==> config.mk <==
export PLATFORM = sky130hd
export DESIGN_NAME = pwm_meas
export DESIGN_NICKNAME = d
export VERILOG_FILES = /design/src/rtl/pwm_meas_pkg.sv /design/src/rtl/pwm_meas_sync.sv /design/src/rtl/pwm_meas_ctrl.sv /design/src/rtl/pwm_meas_count.sv /design/src/rtl/pwm_meas.sv
export SDC_FILE = /design/constraint.sdc
export NUM_CORES = 1
export LEC_CHECK = 0
export ABC_AREA = 0
export CORE_UTILIZATION = 50
export DETAILED_ROUTE_END_ITERATION = 8
export DONT_BUFFER_PORTS = 1
export PLACE_DENSITY = 0.77
export SETUP_SLACK_MARGIN = 0.2
export SLEW_MARGIN = 10
export SYNTH_ARGS = -nofsm -noshare
export SYNTH_HDL_FRONTEND = slang
export SYNTH_HIERARCHICAL = 1
export SYNTH_SLANG_ARGS = --single-unit
==> constraint.sdc <==
create_clock -name clk -period 2.5 [get_ports clk]
set_input_delay 0.375 -clock clk [delete_from_list [all_inputs] [get_ports clk]]
set_output_delay 0.375 -clock clk [all_outputs]
set_load 0.05 [all_outputs]
==> src/rtl/pwm_meas_pkg.sv <==
package pwm_meas_pkg;

  typedef enum logic [1:0] {
    ST_OFF  = 2'd0,
    ST_WAIT = 2'd1,
    ST_RUN  = 2'd2
  } meas_state_t;

  // Edge that opens a measurement for the selected level.
  function automatic logic open_edge(input logic low_sel, input logic rise, input logic fall);
    return low_sel ? fall : rise;
  endfunction

  // Edge that closes a measurement for the selected level.
  function automatic logic close_edge(input logic low_sel, input logic rise, input logic fall);
    return low_sel ? rise : fall;
  endfunction

  // True when an increment from this value wraps to zero.
  function automatic logic will_wrap(input logic [15:0] value);
    return &value;
  endfunction

endpackage

==> src/rtl/pwm_meas_sync.sv <==
module pwm_meas_sync #(
  parameter int STAGES = 2
) (
  input  logic clk,
  input  logic rst_n,
  input  logic pin_i,
  output logic rise_o,
  output logic fall_o
);

  logic [STAGES-1:0] sh_q;
  logic              prev_q;

  generate
    for (genvar g = 0; g < STAGES; g++) begin : g_stage
      always_ff @(posedge clk or negedge rst_n) begin
        if (!rst_n) sh_q[g] <= 1'b0;
        else if (g == 0) sh_q[g] <= pin_i;
        else sh_q[g] <= sh_q[(g == 0) ? 0 : g-1];
      end
    end
  endgenerate

  always_ff @(posedge clk or negedge rst_n) begin
    if (!rst_n) prev_q <= 1'b0;
    else        prev_q <= sh_q[STAGES-1];
  end

  assign rise_o = sh_q[STAGES-1] & ~prev_q;
  assign fall_o = ~sh_q[STAGES-1] & prev_q;

endmodule

==> src/rtl/pwm_meas_ctrl.sv <==
module pwm_meas_ctrl
  import pwm_meas_pkg::*;
(
  input  logic clk,
  input  logic rst_n,
  input  logic start_i,
  input  logic stop_i,
  input  logic cfg_wr_i,
  input  logic cfg_low_i,
  input  logic rise_i,
  input  logic fall_i,
  output logic open_evt_o,
  output logic close_evt_o,
  output logic run_o,
  output logic en_o,
  output logic cfg_low_o
);

  meas_state_t state_q, state_d;
  logic        trig;

  assign trig        = start_i | stop_i;
  assign open_evt_o  = (state_q == ST_WAIT) && !trig && open_edge(cfg_low_o, rise_i, fall_i);
  assign close_evt_o = (state_q == ST_RUN)  && !trig && close_edge(cfg_low_o, rise_i, fall_i);
  assign run_o       = (state_q == ST_RUN)  && !trig;

  always_comb begin
    state_d = state_q;
    if (stop_i)            state_d = ST_OFF;
    else if (start_i)      state_d = ST_WAIT;
    else if (open_evt_o)   state_d = ST_RUN;
    else if (close_evt_o)  state_d = ST_WAIT;
  end

  always_ff @(posedge clk or negedge rst_n) begin
    if (!rst_n) begin
      state_q   <= ST_OFF;
      en_o      <= 1'b0;
      cfg_low_o <= 1'b0;
    end else begin
      state_q <= state_d;
      if (stop_i)       en_o <= 1'b0;
      else if (start_i) en_o <= 1'b1;
      if (cfg_wr_i && !en_o) cfg_low_o <= cfg_low_i;
    end
  end

endmodule

==> src/rtl/pwm_meas_count.sv <==
module pwm_meas_count
  import pwm_meas_pkg::*;
#(
  parameter int CNT_W = 16
) (
  input  logic             clk,
  input  logic             rst_n,
  input  logic             tick_i,
  input  logic             open_evt_i,
  input  logic             close_evt_i,
  input  logic             run_i,
  output logic [CNT_W-1:0] cnt_o,
  output logic [CNT_W-1:0] cap_o,
  output logic             ovf_o,
  output logic             irq_o
);

  logic pend_q;
  logic inc;

  assign inc = run_i && tick_i && !close_evt_i;

  always_ff @(posedge clk or negedge rst_n) begin
    if (!rst_n) begin
      cnt_o  <= '0;
      cap_o  <= '0;
      ovf_o  <= 1'b0;
      irq_o  <= 1'b0;
      pend_q <= 1'b0;
    end else begin
      irq_o <= close_evt_i;
      if (open_evt_i) begin
        cnt_o  <= '0;
        pend_q <= 1'b0;
      end else if (close_evt_i) begin
        cap_o <= cnt_o;
        ovf_o <= pend_q;
      end else if (inc) begin
        cnt_o <= cnt_o + 1'b1;
        if (&cnt_o) pend_q <= 1'b1;
      end
    end
  end

endmodule

==> src/rtl/pwm_meas.sv <==
module pwm_meas #(
  parameter int CNT_W       = 16,
  parameter int SYNC_STAGES = 2
) (
  input  logic             clk,
  input  logic             rst_n,
  input  logic             tick_i,
  input  logic             pin_i,
  input  logic             cfg_wr_i,
  input  logic             cfg_low_i,
  input  logic             start_i,
  input  logic             stop_i,
  output logic             cfg_low_o,
  output logic             en_o,
  output logic             ovf_o,
  output logic [CNT_W-1:0] cnt_o,
  output logic [CNT_W-1:0] cap_o,
  output logic             irq_o
);

  logic rise_w, fall_w;
  logic open_evt_w, close_evt_w, run_w;

  pwm_meas_sync #(.STAGES(SYNC_STAGES)) u_sync (
    .clk(clk), .rst_n(rst_n), .pin_i(pin_i), .rise_o(rise_w), .fall_o(fall_w)
  );

  pwm_meas_ctrl u_ctrl (
    .clk(clk), .rst_n(rst_n), .start_i(start_i), .stop_i(stop_i),
    .cfg_wr_i(cfg_wr_i), .cfg_low_i(cfg_low_i), .rise_i(rise_w), .fall_i(fall_w),
    .open_evt_o(open_evt_w), .close_evt_o(close_evt_w), .run_o(run_w),
    .en_o(en_o), .cfg_low_o(cfg_low_o)
  );

  pwm_meas_count #(.CNT_W(CNT_W)) u_count (
    .clk(clk), .rst_n(rst_n), .tick_i(tick_i), .open_evt_i(open_evt_w),
    .close_evt_i(close_evt_w), .run_i(run_w), .cnt_o(cnt_o), .cap_o(cap_o),
    .ovf_o(ovf_o), .irq_o(irq_o)
  );

endmodule

# After elaboration in Yosys (flattened, before gate mapping)
# Cells that the tools add are included.
# totals
ff_bits,42
elab_cells,54
inputBits,8
out_inout_bits,36
# classes
addsub,1
muxes,15
n_bitwise,6
eq_ne,3
n_reduce_logical,18
# op_table
cell,n
$mux 16,3
$add 16x1->16 const B,1
$reduce_and 16->1,1
$mux 1,8
$mux 2,4
$logic_and 1x1->1,7
$reduce_bool 2->1,3
$reduce_and 2->1,2
$reduce_bool 4->1,1
$logic_not 1->1,3
$not 1->1,3
$reduce_and 3->1,1
$and 1x1->1,2
$eq 2x1->1 const B,1
$eq 2x2->1 const B,1
$ne 2x2->1 const B,1
$or 1x1->1,1

# Logic depth before layout (Yosys ltp)
# Gate-level depths: netlist of the first run.
# depth
ltp_word,9
ltp_mapped,9
depth_no_buf,7

# By module
# Netlist of the first run, hierarchy kept.
# modules_own_cells
module,cells_each,seq_area_each_um2,area_each_um2,instances
pwm_meas_count,130,875.8,1552.7,1
pwm_meas_ctrl,32,100.1,266.5,1
pwm_meas_sync,5,75.1,90.1,1

# Worst setup path after synthesis of the first run
# Ideal clock, no wire load.
# synth_timing
path_kind,register to register
startpoint,register u_ctrl.cfg_low_o
endpoint,register u_count.cnt_o[15]
setup_slack_ns,0.113
setup_ns,0.125
n_path_buf,2
path_stages_with_launch,9
synth_period_minus_slack_ns,2.387
arrival_time_ns,2.262
required_ns,2.375
path_cell_list,dfrtp_1 buf_2 mux2i_1 nor2b_1 nand3b_4 or2_1 buf_6 nor4_1 mux2_2
# synth_between
elab_chain_len,6
word_cells_on_any_way,10
cone_classes,eq/ne (1); mux (3); reduce/logical (6)
# synth_rtl
item,line_no,source
"start, declared",pwm_meas_ctrl.sv:16,output logic cfg_low_o
"start signal, assigned",pwm_meas_ctrl.sv:44,if (cfg_wr_i && !en_o) cfg_low_o <= cfg_low_i;
$mux 1 (*),pwm_meas_pkg.sv:16,return low_sel ? rise : fall;
$logic_and 1x1->1 (*),pwm_meas_ctrl.sv:24,"assign close_evt_o = (state_q == ST_RUN) && !trig && close_edge(cfg_low_o, rise_i, fall_i);"
via close_evt_w,pwm_meas.sv:22,"logic open_evt_w, close_evt_w, run_w;"
$logic_not 1->1,pwm_meas_count.sv:21,assign inc = run_i && tick_i && !close_evt_i;
$logic_and 1x1->1,pwm_meas_count.sv:21,
$reduce_bool 2->1 (no line),n/a,
$reduce_and 2->1 (no line) (*),n/a,
"end signal, assigned",pwm_meas_count.sv:39,cnt_o <= cnt_o + 1'b1;
"end, declared",pwm_meas_count.sv:12,"output logic [CNT_W-1:0] cnt_o,"
# The timed path passes the listed nets; every way through them passes the cells marked *.
# A chain may end at the register's enable or synchronous reset.

# Worst setup path after layout of the first run
# layout_timing
startpoint,register u_sync.sh_q[1]
endpoint,register u_count.cnt_o[15]
# layout_between
elab_chain_len,8
word_cells_on_any_way,13
cone_classes,eq/ne (1); mux (3); bitwise (3); reduce/logical (6)
# layout_rtl
item,line_no,source
"start, declared",pwm_meas_sync.sv:11,logic [STAGES-1:0] sh_q;
"start signal, assigned by index",pwm_meas_sync.sv:18,else if (g == 0) sh_q[g] <= pin_i;
"start signal, assigned by index",pwm_meas_sync.sv:19,else sh_q[g] <= sh_q[(g == 0) ? 0 : g-1];
$not 1->1 (*),pwm_meas_sync.sv:30,assign fall_o = ~sh_q[STAGES-1] & prev_q;
$and 1x1->1 (*),pwm_meas_sync.sv:30,
via fall_w,pwm_meas.sv:21,"logic rise_w, fall_w;"
$mux 1 (*),pwm_meas_pkg.sv:16,
$logic_and 1x1->1 (*),pwm_meas_ctrl.sv:24,
via close_evt_w,pwm_meas.sv:22,
$logic_not 1->1,pwm_meas_count.sv:21,
$logic_and 1x1->1,pwm_meas_count.sv:21,
$reduce_bool 2->1 (no line),n/a,
$reduce_and 2->1 (no line) (*),n/a,
# Marks and branches as above.

==> reports/results.tsv, run 1 <==
metric	value	unit
status	complete, no violations	
endpoint type of the worst setup path	flop	
Worst Path Arrival	2.30	ns
Port Buffers	0	
drt drc	0	
YS warnings	6	
Power Dens Cells	652	nW/µm²
FP Rows	22	
cell internal pwr	1.04	mW
critical path class	flop to flop	
Logic pwr share	9.9	%
Psw	376	µW
Leak	1.03	nW
antenna diode count	0	
layout cell share with drive strength beyond 1	30.0	%
postcts setup bufs	0	
Initial DRC Count	57	
unrepaired setup endpoints after global routing	no	
# H-tree levels	2	
Yosys cell types	40	
Synth Flop Type	dfrtp_1	
nets	188	
Worst Hold Class	input pin to flop	
Pre-Repair DR Iteration Count	4	
post-layout util	59.5	%
pin count of the biggest net entering global routing	43	
Slowest cell on crit path	dfrtp_1	
slew of the pin with the lowest slew margin	0.600	ns
share of Yosys cell area claimed by the top area cell type	55.0	%
first-pass GRT wire length	6150	µm
asr flop ratio synth	100	%
worst path bufs/invs	0	
Post-Syn Area	1910	µm²
post-synthesis sequential area ratio	55.0	%
CTS Buffer Depth	2	
dpl cell area	2020	µm²
worst relative slew slack	60.0	%
fmax	468	MHz
Root Buffer	clkbuf_8	
DRT Wirelength	3720	µm
vias post-DR	1316	
startpoint types	flop	
ANT nets after route	0	
CTS tree	built	
Worst EP required	2.67	ns
Synth Instances	167	
# fillers	296	
endpoints failing hold	0	
Die W	63.8	µm
chip height	63.8	µm
setup TNS	0	ns
Slew Limit Fails	0	
Worst Setup Slack, final	0.364	ns
WL/cell	16.3	µm
GRT Util Overall	20.0	%
number of global-route vias before repair	1348	
sequential share of power	52.4	%
Num CTS Buffers	5	
core area	3660	µm²
final setup fails	0	
Syn Nets	176	
Clock power frac	37.7	%
antenna violations before repair	0	
peak supply drop	0.000471	V
grt ovf	0	
clk sinks	42	
Avg Cell Area, Syn	11.4	µm²
Critical Path Max Stage Delay	0.37	ns
# IOs	44	
post-route minimum period	2.14	ns
clk_lat worst skew	0.29	ns
worst hold slack	0.111	ns
synthesized flop and latch total	42	
clock skew	0.0104	ns
delay-heaviest family, CP	simple AND/OR/NAND/NOR gates	
largest area contributor in the netlist	dfrtp_1	
crit path cell chain	and2b_2 -> mux2i_1 -> nor2b_2 -> nand3b_4 -> or2_4 -> nor4_2 -> mux2_2	
switching share of power	26.5	%
Die Area	4070	µm²
max-cap viol count	0	
design area	2180	µm²
Initial Util	52.2	%
top post-synthesis cells by area	dfrtp_1 55%, mux2_2 10%, nor2_1 2.9%, xor2_1 2.3%, nand2_1 2.2%	
Via density	5.77	
Final GP Congestion	0.894	
number of flops mapped to enable cells by yosys	0	
area grow syn2layout	14.2	%
crit share post-route	85.4	%
Clock transition at path regs	0.08	ns
Max FO, Critical Path	8	
dpl ws	0.181	ns
DP HPWL	2560	µm
==> cells by family after synthesis <==
kind of cell,Yosys count,synth area share [%]
xor+xnor,9,4.13
fa+ha+maj,1,0.655
simple gates,62,18.9
compound gates,20,6.16
flops,42,55.0
buf+inv,13,3.47
mux,20,11.6
==> sequential cells by signal, indices dropped and copies added (netlist names) <==
register,flops
u_count/cap_o,16
u_count/cnt_o,16
u_ctrl/state_q,2
u_sync/sh_q,2
u_count/irq_o,1
u_count/ovf_o,1
u_count/pend_q,1
u_ctrl/cfg_low_o,1
u_ctrl/en_o,1
u_sync/prev_q,1
==> per-layer routing <==
layer	wire (µm)	share of wire, %	GRT usage (%)	vias up
li1	-	-	-	605
met1	1600	43	24.6	658
met2	1800	48	30.6	49
met3	274	7.4	8.93	4
met4	46	1.2	7.95	0
met5	0	0	0	-
==> power by group through the flow <==
stage          Sequential, mW  Combinational (mW)  Clock [mW]
5_1_grt                 0.748               0.152       0.579
4_1_cts                 0.745               0.140       0.551
3_3_place_gp            0.756               0.117           0
2_1_floorplan           0.796              0.0503           0
3_5_place_dp            0.758               0.121           0
6_report                0.745               0.140       0.536
==> layout by cell type (no fill, tap or decap), types with 2 or more instances in the layout <==
cell,n
xor2_1,5
or4_1,2
nand3_2,2
xnor2_1,4
mux2i_1,3
inv_1,3
nor2b_1,4
nand3_1,5
and3_1,2
a21oi_1,8
nand2_1,11
mux2_2,17
or3_1,2
dfrtp_1,41
nand4_1,2
nor2_1,15
clkbuf_8,5
nor3_1,2
o31ai_1,2
nor4_2,2
nor4_1,2
o21ai_0,6
buf_4,12
==> final timing paths <==
path,startpoint,end,slack [ns],cells after the start
min reg2reg,u_sync/sh_q[0],u_sync/sh_q[1],0.35,0
max reg2reg,u_sync/sh_q[1],u_count/cnt_o[15],0.36,7
max,u_sync/sh_q[1],u_count/cnt_o[15],0.36,7
min in group asynchronous,rst_n,u_count/cnt_o[13],0.55,2
min,pin_i,u_sync/sh_q[0],0.11,0
max in group asynchronous,rst_n,u_ctrl/cfg_low_o,1.74,2
==> synth_stat cells (3+ instances only) <==
| cell type | count |
|---|---|
| mux2_2 | 17 |
| nand3_1 | 5 |
| a21oi_1 | 8 |
| inv_1 | 3 |
| dfrtp_1 | 42 |
| o21ai_0 | 6 |
| nor2b_1 | 5 |
| mux2i_1 | 3 |
| nand2_1 | 11 |
| xnor2_1 | 4 |
| buf_2 | 5 |
| xor2_1 | 5 |
| nor2_1 | 15 |
| nor4_1 | 4 |
==> area by class of cell <==
cell class | count | area (µm²) | share of cell area, %
inverter | 4 | 15.0 | 0.689
multi-input combinational | 112 | 820 | 37.6
clock buffer | 5 | 68.8 | 3.16
clock inverter | 3 | 43.8 | 2.01
timing repair buffer | 14 | 120 | 5.51
sequential | 42 | 1050 | 48.3
tap | 48 | 60.1 | 2.76
==> stage by stage <==
stage	power (mW)	cells
final	1.42	228
after global placement	0.873	218
after CTS	1.44	228
after detailed placement	0.879	218
after global routing	1.48	228
after floorplan	0.846	167
==> repair_timing <==
action,in CTS,in global routing
hold buffers,2,0
endpoints found under the hold margin,42,0
resized for setup,1,4
endpoints found under the setup margin,15,21
Power figures use the tool's default switching activity.
==> inputs of run 2 (changes only) <==
Settings changed: SYNTH_HIERARCHICAL 1 to not set.
==> run 2 against run 1 <==
Effect of this change: core utilization rose by 7.9 points; via count rose by 4.1%; non-clock buffer count rose by 12; global-route usage rose by 2.1 points; critical path depth fell by 1; worst setup slack got worse by 0.16 ns; highest routed layer unchanged; synthesized area fell by 3.8%.
==> reports/results.tsv, run 2 <==
metric	value	unit	change
WHS Path Cells	0		unchanged
Max FO, Critical Path	8		unchanged
Worst Hold Class	input pin to flop		
clk sinks	42		unchanged
setup slack, reg-to-reg	0.21	ns	-0.16 ns
FF-to-FF Start	u_ctrl.state_q[0]		
antenna diode count	0		unchanged
largest family of logic cells by synthesized area	simple AND/OR/NAND/NOR gates		
count leader, synth	dfrtp_1		
# H-tree levels	2		unchanged
post-synthesis sequential area ratio	57.2	%	+2.2 points
Syn Nets	159		-9.7%
Leak	1.11	nW	+7.6%
DRT Wirelength	4080	µm	+9.7%
top post-synthesis cells by area	dfrtp_1 57%, mux2_2 11%, mux2i_1 2.2%, nand2_1 2.0%, a21oi_1 1.6%		
status	complete, no violations		
Initial Util	53.8	%	+1.6 points
adder-cell share of the synthesized area	0.681	%	+0.026 points
crit path cell chain	or4b_4 -> or4b_4 -> buf_8 -> buf_8 -> or3_4 -> a21oi_2		
fmax	436	MHz	-6.9%
biggest regs	u_count.cap_o (16), u_count.cnt_o (16)		
Final GP Congestion	0.814		-8.9%
asr flop ratio synth	100	%	unchanged
synthesized flop and latch total	42		unchanged
Synth Instances	150		-10%
unrepaired setup endpoints after global routing	yes		
post-route minimum period	2.29	ns	+0.157 ns
chip height	62.6	µm	-1.9%
Power Dens Cells	515	nW/µm²	-21%
worst relative slew slack	34.5	%	-25 points
Pre-Repair DR Iteration Count	4		unchanged
grt ovf	0		unchanged
Num CTS Buffers	5		unchanged
endpoints failing hold	0		unchanged
nets	185		-1.6%
hold_sp	pin_i		
DP HPWL	2650	µm	+3.4%
multiplexer area fraction after synthesis	13.2	%	+1.6 points
final setup fails	0		unchanged
number of flops mapped to enable cells by yosys	0		unchanged
dpl cell area	1990	µm²	-1.3%
Synth Area in Simple Gates	16.9	%	-2.0 points
Slew Limit Fails	0		unchanged
endpoint type of the worst setup path	flop		
Yosys cell types	40		unchanged
delay-heaviest family, CP	simple AND/OR/NAND/NOR gates		
vias post-DR	1370		+4.1%
area of the multi-input gates	877	µm²	+7.0%
clock skew	0.0125	ns	+0.00213 ns
Root Buffer	clkbuf_4		
Die W	62.6	µm	-1.9%
YS warnings	0		-6
crit share post-route	91.7	%	+6.3 points
slew of the pin with the lowest slew margin	0.982	ns	+0.382 ns
FP Rows	21		-4.5%
drt drc	0		unchanged
startpoint types	flop		
RR Endpoint	u_count.cnt_o[6]		
Avg Cell Area, Syn	12.2	µm²	+7.1%
largest area contributor in the netlist	dfrtp_1		
most frequent cells in the layout	42 x dfrtp_1, 20 x buf_4, 18 x mux2_2		
Compound-Gate Fraction of Synth Area	9.54	%	+3.4 points
area grow syn2layout	25.4	%	
Worst EP required	2.78	ns	+0.11 ns
Initial DRC Count	55		-3.5%
CTS Buffer Depth	2		unchanged
core area	3420	µm²	-6.7%
clk_lat worst skew	0.36	ns	+0.07 ns
first-pass GRT wire length	6600	µm	+7.3%
Hold Path End	u_sync.sh_q[0]		
critical path class	flop to flop		
Synth Flop Type	dfrtp_1		
Via density	6.14		+6.4%
Port Buffers	0		unchanged
number of global-route vias before repair	1421		+5.4%
antenna violations before repair	0		unchanged
setup TNS	0	ns	unchanged
R2R cell count	6		-1
GRT Util Overall	22.1	%	+2.1 points
peak supply drop	0.000365	V	-22%
worst path bufs/invs	2		+2
storage element area	1050	µm²	-0.12%
WL/cell	18.3	µm	+12%
design area	2300	µm²	+5.7%
Post-Syn Area	1840	µm²	-3.8%
# IOs	44		unchanged
CTS tree	built		
Die Area	3920	µm²	-3.7%
Critical Path Max Stage Delay	0.52	ns	+0.15 ns
Slowest cell on crit path	or4b_4		
Post-synth top cells	42 x dfrtp_1, 18 x mux2_2, 10 x nand2_1		
layout cell share with drive strength beyond 1	40.1	%	+10 points
share of Yosys cell area claimed by the top area cell type	57.2	%	+2.2 points
ANT nets after route	0		unchanged
# fillers	242		-18%
pin count of the biggest net entering global routing	43		unchanged
max-cap viol count	0		unchanged
commonest non-fill, non-tap cell in the layout	dfrtp_1		
xor/xnor cell area share of the yosys netlist	0.477	%	-3.7 points
Clock transition at path regs	0.13	ns	+0.05 ns
Worst Path Arrival	2.58	ns	+0.28 ns
run 2: layer usage:
metal / part of all wire (%) / wire length [µm] / global-route usage, %
met1: 40 / 1650 / 26.6
met2: 50 / 2040 / 35.9
met3: 7.1 / 291 / 8.39
met4: 2.5 / 101 / 8.43
met5: 0 / 0 / 0
run 2: worst max path at each step:
stage,startpoint,endpoint,slack (ns),cells after the start
2_1_floorplan,u_ctrl.state_q[0],u_count.cnt_o[11],0.22,5
3_3_place_gp,u_ctrl.state_q[0],u_count.cnt_o[10],0.17,5
3_5_place_dp,u_ctrl.state_q[0],u_count.cnt_o[10],0.08,5
4_1_cts,u_ctrl.state_q[0],u_count.cnt_o[4],0.17,6
5_1_grt,u_ctrl.state_q[0],u_count.cnt_o[6],0.13,7
6_report,u_ctrl.state_q[0],u_count.cnt_o[6],0.21,6
run 2: stage by stage:
stage | utilization (%) | total power, mW | setup slack (ns) | hold WS (ns) | std cells
after floorplan | - | 0.743 | 0.223 | 0.0794 | 150
after global placement | 58.2 | 0.754 | 0.167 | 0.0805 | 205
after detailed placement | 58.2 | 0.756 | 0.0843 | 0.0804 | 205
after CTS | 64.8 | 1.20 | 0.172 | 0.0250 | 223
after global routing | 67.4 | 1.24 | 0.130 | 0.00746 | 223
final | 67.4 | 1.19 | 0.207 | 0.0354 | 223
run 2: area by class of cell:
cell class / count / area share [%]
Clock buffer: 5 / 1.63
Clock inverter: 3 / 1.74
Inverter: 2 / 0.326
Multi-Input combinational cell: 99 / 38.1
Sequential cell: 42 / 45.6
Tap cell: 46 / 2.50
Timing Repair Buffer: 26 / 10.1
run 2: power breakdown:
group | switching [mW] | internal [mW] | leakage, nW | total [mW]
Clock | 0.218 | 0.207 | 0.0450 | 0.425
Sequential | 0.0111 | 0.688 | 0.575 | 0.699
Combinational | 0.0427 | 0.0199 | 0.486 | 0.0626
run 2: cell families after synthesis:
kind of cell               count (synthesis)
DFF                                       42
muxes                                     22
buffers and inverters                      9
adders and majority gates                  1
and+or+nand+nor                           49
xor gates and xnor gates                   1
AOI/OAI and AO/OA                         26
run 2: what timing repair did:
action | CTS | global route
gates resized for setup | 13 | 15
pin swaps | 10 | 9
setup buffers | 8 | 0
hold buffers | 2 | 0
endpoints found under the setup margin | 8 | 13
endpoints found under the hold margin | 42 | 0
